## src/rtl/tile_addr_pkg.sv

```systemverilog
`timescale 1ns/1ps
package tile_addr_pkg;

  // Strobes from control to datapath, at most one X action per cycle
  typedef struct packed {
    logic load;
    logic restoreX;
    logic incX;
    logic decX;
    logic incY;
    logic decY;
  } stepCmd_t;

  typedef struct packed {
    logic [2:0] xLog;   // log2 of tile width when finite
    logic       xUnl;   // unlimited width
    logic [1:0] yLog;   // log2 of tile height
    logic       yWrap;  // vertical wrap enabled
  } wrapCfg_t;

  function automatic wrapCfg_t decodeWrap(input logic [2:0] xc, input logic [2:0] yc);
    wrapCfg_t c;
    c.xUnl  = (xc == 3'd7);
    c.xLog  = (xc < 3'd2 || xc == 3'd7) ? 3'd0 : xc;
    c.yWrap = !yc[2];
    c.yLog  = yc[1:0];
    return c;
  endfunction

endpackage

```

## src/rtl/tile_addr_ctrl.sv

```systemverilog
`timescale 1ns/1ps
module tile_addr_ctrl
  import tile_addr_pkg::*;
(
  input  logic     load,
  input  logic     newLine,
  input  logic     stepX,
  input  logic     xDown,
  input  logic     stepY,
  input  logic     yDown,
  output stepCmd_t cmd
);

  logic xFree;
  logic yFree;

  always_comb begin
    xFree = !load && !newLine && stepX;
    yFree = !load && stepY;
    cmd.load     = load;
    cmd.restoreX = !load && newLine;
    cmd.incX     = xFree && !xDown;
    cmd.decX     = xFree && xDown;
    cmd.incY     = yFree && !yDown;
    cmd.decY     = yFree && yDown;
  end

endmodule

```

## src/rtl/tile_addr_dp.sv

```systemverilog
`timescale 1ns/1ps
module tile_addr_dp
  import tile_addr_pkg::*;
#(
  parameter int ADDR_W = 24,
  parameter int OFF_W  = 16
) (
  input  logic              clk,
  input  logic              rstN,
  input  stepCmd_t          cmd,
  input  logic [ADDR_W-1:0] startAddr,
  input  logic [OFF_W-1:0]  rowOff,
  input  logic [2:0]        xCode,
  input  logic [2:0]        yCode,
  output logic [ADDR_W-1:0] addr,
  output logic [ADDR_W-1:0] xIdx,
  output logic [ADDR_W-1:0] xStart,
  output logic [ADDR_W-1:0] xMask,
  output logic [2:0]        yIdx,
  output logic              yWrap,
  output logic [2:0]        heightM1
);

  localparam int TB_W = 4;

  function automatic logic [ADDR_W-1:0] maskOf(input wrapCfg_t c);
    return c.xUnl ? '1 : ADDR_W'((1 << c.xLog) - 1);
  endfunction

  function automatic logic [2:0] hm1Of(input wrapCfg_t c);
    return c.yWrap ? 3'((1 << c.yLog) - 1) : 3'd0;
  endfunction

  wrapCfg_t          cfgQ, cfgIn;
  logic [OFF_W-1:0]  offQ;
  logic [ADDR_W-1:0] baseQ, rowQ, xQ, xStartQ;
  logic [2:0]        yQ;

  logic [ADDR_W-1:0] mIn, baseIn, xIn, rowIn, shiftIn;
  logic [2:0]        hIn, yIn;
  logic [TB_W-1:0]   tileBits;
  logic [ADDR_W-1:0] mQ, stepAmt, lastRow;
  logic [2:0]        hQ;

  // values captured at load
  always_comb begin
    cfgIn    = decodeWrap(xCode, yCode);
    mIn      = maskOf(cfgIn);
    hIn      = hm1Of(cfgIn);
    tileBits = (cfgIn.xUnl ? 4'd0 : {1'b0, cfgIn.xLog})
             + (cfgIn.yWrap ? {2'b00, cfgIn.yLog} : 4'd0);
    baseIn   = startAddr & ~ADDR_W'((1 << tileBits) - 1);
    xIn      = startAddr & mIn;
    rowIn    = startAddr - xIn;
    shiftIn  = startAddr >> cfgIn.xLog;
    yIn      = (cfgIn.yWrap && !cfgIn.xUnl) ? (shiftIn[2:0] & hIn) : 3'd0;
  end

  // values used while stepping
  always_comb begin
    mQ      = maskOf(cfgQ);
    hQ      = hm1Of(cfgQ);
    stepAmt = ADDR_W'(offQ) + ADDR_W'(1);
    lastRow = baseQ + ((mQ << cfgQ.yLog) - mQ);
  end

  always_ff @(posedge clk) begin
    if (!rstN) begin
      cfgQ    <= '0;
      offQ    <= '0;
      baseQ   <= '0;
      rowQ    <= '0;
      xQ      <= '0;
      xStartQ <= '0;
      yQ      <= '0;
    end else if (cmd.load) begin
      cfgQ    <= cfgIn;
      offQ    <= rowOff;
      baseQ   <= baseIn;
      rowQ    <= rowIn;
      xQ      <= xIn;
      xStartQ <= xIn;
      yQ      <= yIn;
    end else begin
      if (cmd.restoreX)  xQ <= xStartQ;
      else if (cmd.incX) xQ <= (xQ + ADDR_W'(1)) & mQ;
      else if (cmd.decX) xQ <= (xQ - ADDR_W'(1)) & mQ;

      if (cmd.incY) begin
        if (cfgQ.yWrap && yQ == hQ) begin
          yQ   <= 3'd0;
          rowQ <= baseQ;
        end else begin
          yQ   <= yQ + 3'd1;
          rowQ <= rowQ + stepAmt;
        end
      end else if (cmd.decY) begin
        if (cfgQ.yWrap && yQ == 3'd0) begin
          yQ   <= hQ;
          rowQ <= lastRow;
        end else begin
          yQ   <= yQ - 3'd1;
          rowQ <= rowQ - stepAmt;
        end
      end
    end
  end

  assign addr     = rowQ + xQ;
  assign xIdx     = xQ;
  assign xStart   = xStartQ;
  assign xMask    = mQ;
  assign yIdx     = yQ;
  assign yWrap    = cfgQ.yWrap;
  assign heightM1 = hQ;

endmodule

```

## src/rtl/tile_addr_gen.sv

```systemverilog
`timescale 1ns/1ps
module tile_addr_gen
  import tile_addr_pkg::*;
#(
  parameter int ADDR_W = 24,
  parameter int OFF_W  = 16
) (
  input  logic              clk,
  input  logic              rstN,
  input  logic              load,
  input  logic [ADDR_W-1:0] startAddr,
  input  logic [OFF_W-1:0]  rowOff,
  input  logic [2:0]        xCode,
  input  logic [2:0]        yCode,
  input  logic              newLine,
  input  logic              stepX,
  input  logic              xDown,
  input  logic              stepY,
  input  logic              yDown,
  output logic [ADDR_W-1:0] addr
);

  stepCmd_t          cmd;
  logic [ADDR_W-1:0] xIdx, xStart, xMask;
  logic [2:0]        yIdx, heightM1;
  logic              yWrap;

  tile_addr_ctrl u_ctrl (
    .load(load), .newLine(newLine), .stepX(stepX), .xDown(xDown),
    .stepY(stepY), .yDown(yDown), .cmd(cmd)
  );

  tile_addr_dp #(.ADDR_W(ADDR_W), .OFF_W(OFF_W)) u_dp (
    .clk(clk), .rstN(rstN), .cmd(cmd), .startAddr(startAddr),
    .rowOff(rowOff), .xCode(xCode), .yCode(yCode), .addr(addr),
    .xIdx(xIdx), .xStart(xStart), .xMask(xMask), .yIdx(yIdx),
    .yWrap(yWrap), .heightM1(heightM1)
  );

endmodule

```

## config.mk

```make
export PLATFORM = sky130hd
export DESIGN_NAME = tile_addr_gen
export DESIGN_NICKNAME = d
export VERILOG_FILES = /design/src/rtl/tile_addr_pkg.sv /design/src/rtl/tile_addr_ctrl.sv /design/src/rtl/tile_addr_dp.sv /design/src/rtl/tile_addr_gen.sv
export SDC_FILE = /design/constraint.sdc
export NUM_CORES = 1
export LEC_CHECK = 0
export BUFFER_PORTS_ARGS = -buffer_cell sky130_fd_sc_hd__buf_4
export CORE_MARGIN = 1.5
export CORE_UTILIZATION = 50
export CTS_BUF_LIST = sky130_fd_sc_hd__clkbuf_4
export CTS_CLUSTER_DIAMETER = 80
export DETAILED_ROUTE_END_ITERATION = 10
export PLACE_DENSITY_LB_ADDON = 0.15
export SLEW_MARGIN = 20
export SYNTH_ARGS = -nofsm -noshare
export SYNTH_HDL_FRONTEND = slang
export SYNTH_SLANG_ARGS = --single-unit
```

## constraint.sdc

```tcl
create_clock -name clk -period 9.7 [get_ports clk]
set_clock_uncertainty 0.1 [all_clocks]
set_input_delay 0.485 -clock clk [delete_from_list [all_inputs] [get_ports clk]]
set_output_delay 0.485 -clock clk [all_outputs]
set_load 0.005 [all_outputs]
```

# After elaboration in Yosys (flattened, before gate mapping)
# Index checks and enable logic that the tools add are counted.
[word_totals]
ff_bits = 122
in_bits = 54
out_inout_bits = 24
elab_cells = 86
[op_classes]
add_sub_neg = 17
magnitude_cmp = 1
n_eq_ne = 2
shifts = 7
mux = 22
n_bitwise = 6
reduce_logical = 21
[op_table]
columns = ["op", "count"]
rows = [
  ["$mux 24", 11],
  ["$and 24x24->24", 4],
  ["$add 24x24->24", 3],
  ["$sub 24x2->24 const B", 3],
  ["$sub 24x24->24", 3],
  ["$shl 1x3->24 const A", 2],
  ["$mux 3", 10],
  ["$add 24x1->24 const B", 1],
  ["$not 24->24", 1],
  ["$shl 1x4->24 const A", 1],
  ["$shl 24x2->24", 1],
  ["$shr 24x3->3", 1],
  ["$sub 24x1->24 const B", 1],
  ["$add 16x1->17 const B", 1],
  ["$logic_and 1x1->1", 11],
  ["$logic_not 1->1", 6],
  ["$shl 1x2->3 const A", 2],
  ["$sub 3x2->3 const B", 2],
  ["$add 4x4->4", 1],
  ["$reduce_bool 4->1", 1],
  ["$add 3x1->3 const B", 1],
  ["$and 3x3->3", 1],
  ["$eq 3x3->1", 1],
  ["$eq 3x3->1 const B", 1],
  ["6 further kinds", 6],
]

# Logic depth before layout (Yosys ltp)
[logic_depth]
word_depth = 10
ltp_mapped = 18
depth_no_buf = 17

# By module
# From an unflattened synthesis, not the netlist that was laid out.
[unflattened]
hier_cells = 1777
hier_area_um2 = 13242.7
[modules_own_cells]
columns = ["mod", "instances", "cells_per_inst", "area_each_um2", "seq_area_each_um2"]
rows = [
  ["tile_addr_dp", 1, 1771, 13181.4, 2442.3],
  ["tile_addr_ctrl", 1, 6, 61.3, 0.0],
]

# Worst setup path after synthesis
# Ideal clock, no wire load.
[synth_path]
path_type = "in2reg"
startpoint = "input port load"
endpoint = "register u_dp.xQ[23] (netlist: u_dp.xIdx[23])"
t_arrival_ns = 3.862
required_time_ns = 9.480
path_slack_ns = 5.618
cell_stages = 13
path_buffers = 1
cell_sequence = "clkbuf_1 -> nor2_1 -> nand3b_1 -> ha_1 -> o21ai_1 -> o21a_1 -> o31ai_2 -> a31oi_2 -> o31ai_2 -> a41o_1 -> a21oi_1 -> xnor2_1 -> o21bai_1"
[synth_between]
elab_chain_len = 7
[synth_rtl]
columns = ["item", "line_no", "text"]
rows = [
  ["start: declaration", "tile_addr_gen.sv:10", "input logic load,"],
  ["$logic_not 1->1", "tile_addr_ctrl.sv:18, tile_addr_ctrl.sv:21", ""],
  ["$logic_and 1x1->1 (2 in a row)", "tile_addr_ctrl.sv:18", "xFree = !load && !newLine && stepX;"],
  ["$logic_and 1x1->1", "tile_addr_ctrl.sv:22", "cmd.incX = xFree && !xDown;"],
  ["$mux 24", "tile_addr_dp.sv:86", "else if (cmd.incX) xQ <= (xQ + ADDR_W'(1)) & mQ;"],
  ["$mux 24", "tile_addr_dp.sv:85", "if (cmd.restoreX) xQ <= xStartQ;"],
  ["$mux 24", "tile_addr_dp.sv:76", "end else if (cmd.load) begin"],
  ["end signal: assignment", "tile_addr_dp.sv:85", ""],
  ["end signal: assignment", "tile_addr_dp.sv:86", ""],
  ["end signal: assignment", "tile_addr_dp.sv:87", "else if (cmd.decX) xQ <= (xQ - ADDR_W'(1)) & mQ;"],
  ["end: declaration", "tile_addr_dp.sv:36", "logic [ADDR_W-1:0] baseQ, rowQ, xQ, xStartQ;"],
]
# Parallel ways exist; a longest one is shown, timed or not.
# A chain may end at the register's enable or synchronous reset.

# Worst setup path after layout
[layout_path]
startpoint = "register u_dp.xQ[0] (netlist: u_dp.xIdx[0])"
endpoint = "output port addr[22]"
[layout_between]
elab_chain_len = 1
[layout_rtl]
columns = ["item", "line_no", "text"]
rows = [
  ["start signal: assignment", "tile_addr_dp.sv:81", "xQ <= xIn;"],
  ["start signal: assignment", "tile_addr_dp.sv:85", ""],
  ["start signal: assignment", "tile_addr_dp.sv:86", ""],
  ["$add 24x24->24", "tile_addr_dp.sv:109", "assign addr = rowQ + xQ;"],
  ["end: declaration", "tile_addr_gen.sv:20", "output logic [ADDR_W-1:0] addr"],
]
# Every way passes these cells.

==> metrics.cfg <==
[yosys]
yosysTopAreaCell = dfxtp_1
yosysUniqueCellTypes = 95
synth_edf_count = 0
ys_seq_area_frac = 0.188
post-synth-top-count-cell = nor2_1
syn_inst = 1756
synth_top_area_frac = 0.188
synth_nets = 1954
netlist_top_cells_area = dfxtp_1 19%, ha_1 11%, a21oi_1 5.8%
avgSynthCellArea_um2 = 7.41
synth-async-reset-ratio = 0
yosys_warnings = 0
synth_common_cells = 178 x nor2_1, 170 x nand2_1, 152 x a21oi_1
synthesis.area_um2 = 13000
synth-seq-cells = 122
synth-main-ff-cell = dfxtp_1

[layout]
fin_nets = 1974
utilization = 0.555
final_layout_size_suffix_gt1_frac = 0.0933
syn_to_final_growth_pct = 7.99

[cts]
cts.repair.resized = 0
cts_tree = built
cts_made_buffers = 17
clk_path_buf_depth = 2
clock-sinks = 122
clk_pin_slew_worst_paths_ns = 0.14
clock_latency_ns = 0.57
cts.root.buffer_cell = clkbuf_4
h-tree-depth = 4

[power_and_ir_drop]
power_frac_clock = 0.222
p_switching_w = 0.000811
leakagePower_nw = 6.01
swShare = 0.431
seq_power_share = 0.313
p_per_area_nw_per_um2 = 134
ir_drop_mv = 0.0729
p_int_w = 0.00107
pwr-share-comb = 0.465

[global_route]
grt_start_max_net_pins = 81
grt_pass1_vias = 12200
track_usage = 0.333
grt_overflow_total = 0
antenna_found_initial = 2
grt_pass1_wl_mm = 69.0

[timing]
worstMarginPinSlew_ns = 1.01
setup_viol = 0
rsz0062_at_grt = false
final.setup.tns_ns = 0
max_freq_mhz = 232
finalCritPeriodShare = 0.445
period_needed_ns = 4.32
slew_violations = 0
finalHoldViolCount = 0
slew-limit-headroom = 0.325

[floorplan]
fp-row-count = 58
dieArea_um2 = 27000
core_um2 = 25300
start_util = 0.514
fp.dieH_um = 164
io_pins = 78
die_x_um = 164

[drt]
drt_first_iter_violations = 1460
totalWireLength_mm = 44.6
wire_per_inst_um = 21.0
via_per_inst = 6.31
drt_drc_violations_left = 0
ant_nets = 0
vias = 13400
drtPass1Iterations = 6

[setup_path]
cpPeakStageDelay_ns = 0.43
cp_common_cell = o31a_1
path_class = reg2out
critical_path_arrival_ns = 3.73
cp_slowest_cell = dfxtp_1
cp.required_ns = 9.12
crit_path_max_fanout = 5
critical_path.cell_chain = ha_1 -> inv_1 -> fa_1 -> nor2b_4 -> o31a_1 -> o31a_1 -> o21ai_2 -> a2bb2oi_2 -> a21oi_1 -> a41o_1 -> o41ai_2 -> xnor2_1 -> buf_4
cp-end-kind = primary output
worst_setup_path_start_kind = register
crit_buf_inv = 2
critPathTopFamily = compound AO/OA/AOI/OAI gates

[worst_hold_path]
hp-class = in2reg

[placed_design]
port_buffers = 77
dpl.hpwl_mm = 34.3
place.gp.congestion = 0.971

[run_status]
status = finished, final reports clean

[job]
cap_violations = 0

-- sequential cells by signal (all words and copies together), names as in the netlist --
name / count
u_dp.baseQ: 24
u_dp.rowQ: 24
u_dp.xIdx: 24
u_dp.xStart: 24
u_dp.offQ: 16
u_dp.cfgQ: 6
u_dp.yIdx: 3
u_dp.yWrap: 1
-- power by group through the flow --
| stage | logic [W] | clock network [W] | registers, W |
|---|---|---|---|
| detailed placement | 0.000858 | 0 | 0.000597 |
| global route | 0.000962 | 0.000439 | 0.000591 |
| CTS | 0.000864 | 0.000420 | 0.000586 |
| floorplan | 0.000641 | 0 | 0.000566 |
| finish | 0.000876 | 0.000419 | 0.000589 |
| global placement | 0.000854 | 0 | 0.000598 |
-- per-layer routing --
metal / vias to the layer above / track usage / share of wire
met4: 0 / 0.153 / 0.045
met2: 634 / 0.521 / 0.44
met3: 110 / 0.0576 / 0.087
li1: 6332 / - / -
met5: - / 0 / 0
met1: 6308 / 0.445 / 0.43
-- repair_timing --
action / CTS / global route
hold endpoints to repair: 1 / 0
hold buffers: 1 / 0
setup buffers: 0 / 0
-- kinds of logic (layout without fill, tap and decap cells) --
| family | Yosys count | count (layout) | synth area share |
|---|---|---|---|
| AOI/OAI and AO/OA | 572 | 572 | 0.297 |
| and+or+nand+nor | 547 | 547 | 0.191 |
| buffers and inverters | 225 | 258 | 0.0674 |
| adders and majority gates | 144 | 144 | 0.155 |
| DFF | 122 | 122 | 0.188 |
| xor gates and xnor gates | 107 | 107 | 0.0720 |
| muxes | 38 | 38 | 0.0304 |
| other | 1 | 2 | 0.000288 |
-- metrics by stage --
step	instances	instance area, um^2	hold slack, ns	power (W)	worst slack [ns]
2_1_floorplan	1756	13000	0.338	0.00121	5.62
3_3_place_gp	2086	13700	0.346	0.00145	5.62
3_5_place_dp	2086	13700	0.352	0.00145	5.58
4_1_cts	2119	14000	0.0201	0.00187	5.35
5_1_grt	2120	14000	0.0311	0.00199	5.11
6_report	2120	14000	0.0365	0.00188	5.38
-- area by class of cell --
type / instances / area (um^2)
fillers: 2513 / 11300
flip-flops and latches: 122 / 2440
repair buffers: 90 / 678
well taps: 330 / 413
diodes: 1 / 2.50
clock inverters: 14 / 171
multi-input cells: 1409 / 9690
clock buffers: 18 / 135
inverters: 136 / 510
-- final timing paths --
kind	slack [ns]	from	endpoint	cells after the start
worst max register to register	5.49	u_dp.cfgQ[6]$_SDFFE_PN0P_	u_dp.rowQ[23]$_SDFFE_PN0P_	14
worst min register to register	0.37	u_dp.xStart[14]$_SDFFE_PN0P_	u_dp.xStart[14]$_SDFFE_PN0P_	2
worst min-delay path	0.04	rowOff[14]	u_dp.offQ[14]$_SDFFE_PN0P_	3
worst max-delay path	5.38	u_dp.xIdx[0]$_SDFFE_PN0P_	addr[22]	13
-- tightest hold or removal path, cell delays in order --
cell     delay, ns
buf_4         0.07
mux2i_1       0.05
nor2_1        0.07
-- layout by cell type (no fill, tap or decap), drive strengths merged, types with 28 or more instances in the layout --
cell type	n
a21o	31
fa	28
mux2i	35
nand3	45
xor2	37
a211oi	35
inv	138
o21ai	129
nor3	40
nor2	179
a21oi	154
dfxtp	122
buf	89
nand2	170
a31oi	42
ha	116
xnor2	70
(Power assumes the default switching activity.)
